==> src/rtl/dds_pkg.sv <==
// Package: default sizes shared by the dithered phase generator.
// Assumes a 17-bit maximal-length feedback polynomial (taps at bits 16 and 13).
package dds_pkg;
    localparam int DEF_ACC_W   = 16;
    localparam int DEF_PHASE_W = 5;
    localparam int DEF_LFSR_W  = 17;
    localparam logic [DEF_LFSR_W-1:0] DEF_LFSR_TAPS  = 17'h12000;
    localparam logic [DEF_LFSR_W-1:0] DEF_RESET_SEED = 17'h00001;
endpackage

==> src/rtl/dds_phase_accum.sv <==
// Phase accumulator: adds the tuning word on each enabled sample, wrapping
// modulo 2^ACC_W. Also offers the next value combinationally so the
// quantizer can register the phase on the same edge as the accumulator.
module dds_phase_accum #(
    parameter int ACC_W = 16
) (
    input  logic             clk,
    input  logic             rst_n,
    input  logic             en,
    input  logic [ACC_W-1:0] tune_word,
    output logic [ACC_W-1:0] acc_q,
    output logic [ACC_W-1:0] acc_next
);
    // Next value: modular sum, the carry out is dropped by width.
    always_comb begin
        acc_next = acc_q + tune_word;
    end

    // Accumulator register: advance on enable, clear on reset.
    always_ff @(posedge clk) begin
        if (!rst_n) begin
            acc_q <= '0;
        end else if (en) begin
            acc_q <= acc_next;
        end
    end
endmodule

==> src/rtl/dds_lfsr_dither.sv <==
// Dither source: Fibonacci LFSR shifting left, feedback = XOR of tapped bits
// into bit 0. Steps once per enabled sample. A nonzero seed load has priority
// over stepping; a zero seed is refused (state held) so the register never
// locks up. Assumes TAPS describes a maximal-length polynomial.
module dds_lfsr_dither #(
    parameter int                LFSR_W     = 17,
    parameter int                DITHER_W   = 11,
    parameter logic [LFSR_W-1:0] TAPS       = 17'h12000,
    parameter logic [LFSR_W-1:0] RESET_SEED = 17'h00001
) (
    input  logic                clk,
    input  logic                rst_n,
    input  logic                step,
    input  logic                load,
    input  logic [LFSR_W-1:0]   seed,
    output logic [DITHER_W-1:0] dither
);
    logic [LFSR_W-1:0] state_q;
    logic              fb_bit;
    logic              seed_ok;

    // Feedback bit from the tapped state positions.
    always_comb begin
        fb_bit  = ^(state_q & TAPS);
        seed_ok = |seed;
    end

    // State register: seed load wins, otherwise step on enable.
    always_ff @(posedge clk) begin
        if (!rst_n) begin
            state_q <= RESET_SEED;
        end else if (load) begin
            if (seed_ok) begin
                state_q <= seed;
            end
        end else if (step) begin
            state_q <= {state_q[LFSR_W-2:0], fb_bit};
        end
    end

    // Dither word: low state bits before this edge's update.
    assign dither = state_q[DITHER_W-1:0];
endmodule

==> src/rtl/dds_phase_quant.sv <==
// Phase quantizer: forms the top PHASE_W bits of (acc_next + dither) mod
// 2^ACC_W and registers them with a valid flag. Only the carry out of the
// discarded low part is computed (acc_low > ~dither), so no full-width adder
// is spent on bits that are thrown away. Assumes ACC_W > PHASE_W.
module dds_phase_quant #(
    parameter int ACC_W   = 16,
    parameter int PHASE_W = 5
) (
    input  logic                     clk,
    input  logic                     rst_n,
    input  logic                     en,
    input  logic                     dither_on,
    input  logic [ACC_W-1:0]         acc_next,
    input  logic [ACC_W-PHASE_W-1:0] dither,
    output logic [PHASE_W-1:0]       phase_q,
    output logic                     valid_q
);
    localparam int DITHER_W = ACC_W - PHASE_W;

    logic [PHASE_W-1:0] phase_nx;

    generate
        if (DITHER_W > 0) begin : g_dither_path
            logic [DITHER_W-1:0] dither_eff;
            logic [DITHER_W-1:0] dither_inv;
            logic                carry;
            // Carry out of the low part when the gated dither is added.
            always_comb begin
                dither_eff = dither_on ? dither : '0;
                dither_inv = ~dither_eff;
                carry      = acc_next[DITHER_W-1:0] > dither_inv;
                phase_nx   = acc_next[ACC_W-1:DITHER_W] + PHASE_W'(carry);
            end
        end else begin : g_plain_path
            logic unused_ctl;
            // Full-width phase: nothing to truncate or dither.
            always_comb begin
                unused_ctl = dither_on ^ (^dither);
                phase_nx   = acc_next;
            end
        end
    endgenerate

    // Output register: phase updates on enable, valid mirrors enable.
    always_ff @(posedge clk) begin
        if (!rst_n) begin
            phase_q <= '0;
            valid_q <= 1'b0;
        end else begin
            valid_q <= en;
            if (en) begin
                phase_q <= phase_nx;
            end
        end
    end
endmodule

==> src/rtl/dds_dither_phase_gen.sv <==
// Top: dithered DDS phase path. Accumulator, LFSR dither source and
// quantizer; phase and accumulator outputs are registered with one cycle
// of latency from the enable. Assumes LFSR_W >= ACC_W - PHASE_W.
module dds_dither_phase_gen
    import dds_pkg::*;
#(
    parameter int                ACC_W      = DEF_ACC_W,
    parameter int                PHASE_W    = DEF_PHASE_W,
    parameter int                LFSR_W     = DEF_LFSR_W,
    parameter logic [LFSR_W-1:0] LFSR_TAPS  = DEF_LFSR_TAPS,
    parameter logic [LFSR_W-1:0] RESET_SEED = DEF_RESET_SEED
) (
    input  logic               clk,
    input  logic               rst_n,
    input  logic               en,
    input  logic [ACC_W-1:0]   tune_word,
    input  logic               dither_on,
    input  logic               seed_load,
    input  logic [LFSR_W-1:0]  seed_value,
    output logic [PHASE_W-1:0] phase_out,
    output logic [ACC_W-1:0]   acc_out,
    output logic               phase_valid
);
    localparam int DITHER_W = ACC_W - PHASE_W;

    logic [ACC_W-1:0]    acc_next;
    logic [DITHER_W-1:0] dither_word;

    dds_phase_accum #(.ACC_W(ACC_W)) u_accum (
        .clk       (clk),
        .rst_n     (rst_n),
        .en        (en),
        .tune_word (tune_word),
        .acc_q     (acc_out),
        .acc_next  (acc_next)
    );

    dds_lfsr_dither #(
        .LFSR_W     (LFSR_W),
        .DITHER_W   (DITHER_W),
        .TAPS       (LFSR_TAPS),
        .RESET_SEED (RESET_SEED)
    ) u_dither (
        .clk    (clk),
        .rst_n  (rst_n),
        .step   (en),
        .load   (seed_load),
        .seed   (seed_value),
        .dither (dither_word)
    );

    dds_phase_quant #(.ACC_W(ACC_W), .PHASE_W(PHASE_W)) u_quant (
        .clk       (clk),
        .rst_n     (rst_n),
        .en        (en),
        .dither_on (dither_on),
        .acc_next  (acc_next),
        .dither    (dither_word),
        .phase_q   (phase_out),
        .valid_q   (phase_valid)
    );
endmodule

==> config.mk <==
export PLATFORM = sky130hd
export DESIGN_NAME = dds_dither_phase_gen
export DESIGN_NICKNAME = d
export VERILOG_FILES = /design/src/rtl/dds_pkg.sv /design/src/rtl/dds_phase_accum.sv /design/src/rtl/dds_lfsr_dither.sv /design/src/rtl/dds_phase_quant.sv /design/src/rtl/dds_dither_phase_gen.sv
export SDC_FILE = /design/constraint.sdc
export NUM_CORES = 1
export LEC_CHECK = 0
export BUFFER_PORTS_ARGS = -buffer_cell sky130_fd_sc_hd__buf_2
export CORE_MARGIN = 2
export CORE_UTILIZATION = 45
export CTS_BUF_LIST = sky130_fd_sc_hd__clkbuf_8 sky130_fd_sc_hd__clkbuf_16
export DETAILED_ROUTE_END_ITERATION = 10
export PLACE_DENSITY = 0.66
export SLEW_MARGIN = 20
export SYNTH_ARGS = -nofsm -noshare
export SYNTH_HDL_FRONTEND = slang
export SYNTH_HIERARCHICAL = 1
export SYNTH_SLANG_ARGS = --single-unit
==> constraint.sdc <==
create_clock -name clk -period 8.4 [get_ports clk]
set_input_delay 0.42 -clock clk [delete_from_list [all_inputs] [get_ports clk]]
set_output_delay 0.42 -clock clk [all_outputs]
set_load 0.05 [all_outputs]
==> metrics.cfg <==
[sta]
tns_ps = 0
finClkSkew_ps = 3.569
setup_viol_count_final = 0
fmax_mhz = 274.7
slew_viol_final = 0
hold_viol = 0
finalCritPeriodShare_pct = 43.34
worst_pin_slew_ps = 938.0
min_period_ps = 3640
slew_headroom_pct = 37.47
rsz0062_at_grt = false

[cells_and_area]
final_cell_mix = buf_2 (59), dfxtp_1 (39), nor3_1 (38)
layout_commonest_cell = buf_2
stdcell_count = 523
nNetsFinal = 490
diodes = 0
drive_gt1_share_pct = 24.53
area_growth_pct = 8.897
fill_cells = 747
final_cell_area_mm2 = 0.003706

[yosys]
synth_area_per_cell_um2 = 8.749
yosys_warnings = 6
synth_edf_count = 0
yosysTopAreaCellShare_pct = 22.94
syn-cell-area_mm2 = 0.003403
syn_nets = 456
yosysTopAreaCell = dfxtp_1
synth_area_leaders = dfxtp_1 (23%), ha_1 (10%), nor3_1 (5.6%)
synthFlopType = dfxtp_1
postSynthCellCount = 389
async_flop_share_pct = 0
seq_area_frac_synth_pct = 22.94
yosysUniqueCellTypes = 66
synth_seq_cells = 39

[grt]
antenna_found_initial = 0
overflow = 0
grt.total_usage_pct = 19.71
grt_pass1_wl_mm = 13.70
grt_max_degree = 49
grt_pass1_vias = 2878

[setup_path]
critPathMostFrequentCell = ha_1
cp.required_ps = 8600
rrSetupSlack_ps = 4760
crit_path_top_delay_cell = fa_1
crit_fanout = 4
path_cells = ha_1, fa_1, a21oi_1, nor2_2, o221ai_4, o21bai_1, xor2_1, ha_1, nand4_1, nor2_1, o2bb2ai_1, o31a_1, ha_1, ha_1, nand3_1, xor2_1, nand2_1, o211a_1
critical_path_arrival_ps = 3840
crit-reg2reg-launch = u_accum/acc_q[0]
start_kind = register
r2r-end = u_quant/phase_q[4]
critPathTopFamily = adder cells
cpPeakStageDelay_ps = 430
path_buf_inv = 0
cp-end-kind = register
critPathKind = reg -> reg
worst_r2r_path_depth = 18

[cts]
cts_buffers = 5
clock_latency_ps = 300
cts_max_path_buffers = 2
cts_sinks = 39
root_buffer = clkbuf_8
cts_max_level = 2
cts_tree = yes
cts_hold_buf = 0
clk_pin_slew_ps = 80
post_cts_resized = 0
cts_setup_buffers = 0

[pwr]
peakVddDrop_mv = 0.06672
leakagePower_nw = 1.675
powerDensity_mw_per_mm2 = 199.5

[worst_hold_path]
hold_class = in -> reg
hold_path.startpoint = seed_value[0]
worstHoldPathCells = 3
min_delay_worst_endpoint = u_dither/state_q[0]

[floorplan]
die_height_um = 90.97
coreArea_mm2 = 0.007292
rows = 31
io_pins = 60
die_w_um = 90.97
dieArea_mm2 = 0.008275
start_util_pct = 46.67

[placed_design]
gp_congestion = 0.8328
dp.cells = 515
hpwl_mm = 5.759
portBuffers = 59
place_area_mm2 = 0.003617

[routing]
drt-total-wl_mm = 7.901
wire_per_inst_um = 15.11
vias_per_cell = 5.673
vias = 2967
dr.first_iter.drc_count = 123
dr.pass1.iters = 4
drcViolationCount = 0
drtAntennaViolNets = 0

[status]
status = finished, final reports clean

[run]
cap_violations = 0

state kept, by name (all words and copies together), names as in the netlist:
name and cells:
u_dither/state_q 17, u_accum/acc_q 16, u_quant/phase_q 5, u_quant/valid_q 1
per-layer routing:
metal / vias up / wire (um) / global-route usage (%)
li1: 1497 / - / -
met1: 1386 / 3651 / 26.42
met2: 79 / 3777 / 33.02
met3: 5 / 415 / 3.237
met4: 0 / 56 / 4.798
met5: - / 0 / 0
cell type report:
class | instances | area [um^2] | area share (%)
Clock buffer | 5 | 68.82 | 1.857
Clock inverter | 3 | 20.02 | 0.5402
Inverter | 5 | 18.77 | 0.5064
Multi-Input combinational cell | 313 | 2399 | 64.72
Sequential cell | 39 | 780.7 | 21.07
Tap cell | 99 | 123.9 | 3.342
Timing Repair Buffer | 59 | 295.3 | 7.968
worst register-to-register path, stage by stage (launching register included):
cell and delay (ps):
dfxtp_1 330, ha_1 230, fa_1 430, a21oi_1 230
nor2_2 70, o221ai_4 220, o21bai_1 110, xor2_1 210
ha_1 280, nand4_1 100, nor2_1 70, o2bb2ai_1 120
o31a_1 250, ha_1 210, ha_1 210, nand3_1 100
xor2_1 150, nand2_1 60, o211a_1 140
where the power goes:
part	total (W)	switching, W	internal, W
combinational	0.000373	0.000234	0.000139
clock	0.000132	0.0000744	0.0000579
sequential	0.000234	0.0000207	0.000213
total	0.000739	0.000329	0.000410
synth_stat cells, types with 5 or more instances:
cell and n:
a211o_1 15, a21o_1 9, a21oi_1 13, and2_1 13
buf_2 10, buf_4 12, clkbuf_1 7, dfxtp_1 39
ha_1 28, inv_1 5, mux2i_1 11, nand2_1 26
nand3_1 9, nand4_1 5, nor2_1 6, nor2b_1 29
nor3_1 38, nor3_2 9, nor3b_1 16, xnor2_1 10
xor2_1 8
kinds of logic (layout without fill, tap and decap cells):
logic type	count (synthesis)	after routing	share of synthesized area, %
and+or+nand+nor	174	174	30.63
AOI/OAI and AO/OA	81	81	20.99
adders and majority gates	29	29	10.88
buffers and inverters	37	72	6.692
DFF	39	39	22.94
muxes	11	11	3.235
xor gates and xnor gates	18	18	4.632
through the flow:
step / worst slack, ps / hold WS (ps) / power (W) / util, %
after global placement: 4612 / 462.5 / 0.0006025 / 49.55
after global routing: 4446 / 402.3 / 0.0007930 / 50.82
after CTS: 4740 / 374.4 / 0.0007439 / 50.82
final: 4760 / 376.7 / 0.0007392 / 50.82
after detailed placement: 4538 / 465.9 / 0.0006115 / 49.61
after floorplan: 4773 / 475.9 / 0.0005387 / -
worst max-delay path by stage:
stage                           startpoint                  to  cells past startpoint
final                     u_accum/acc_q[0]  u_quant/phase_q[4]                     18
after global routing      u_accum/acc_q[0]  u_quant/phase_q[4]                     18
after CTS                 u_accum/acc_q[0]  u_quant/phase_q[4]                     18
after detailed placement      tune_word[0]  u_quant/phase_q[4]                     19
after global placement        tune_word[0]  u_quant/phase_q[4]                     18
after floorplan           u_accum/acc_q[0]  u_quant/phase_q[4]                     17
(Power assumes the default switching activity.)
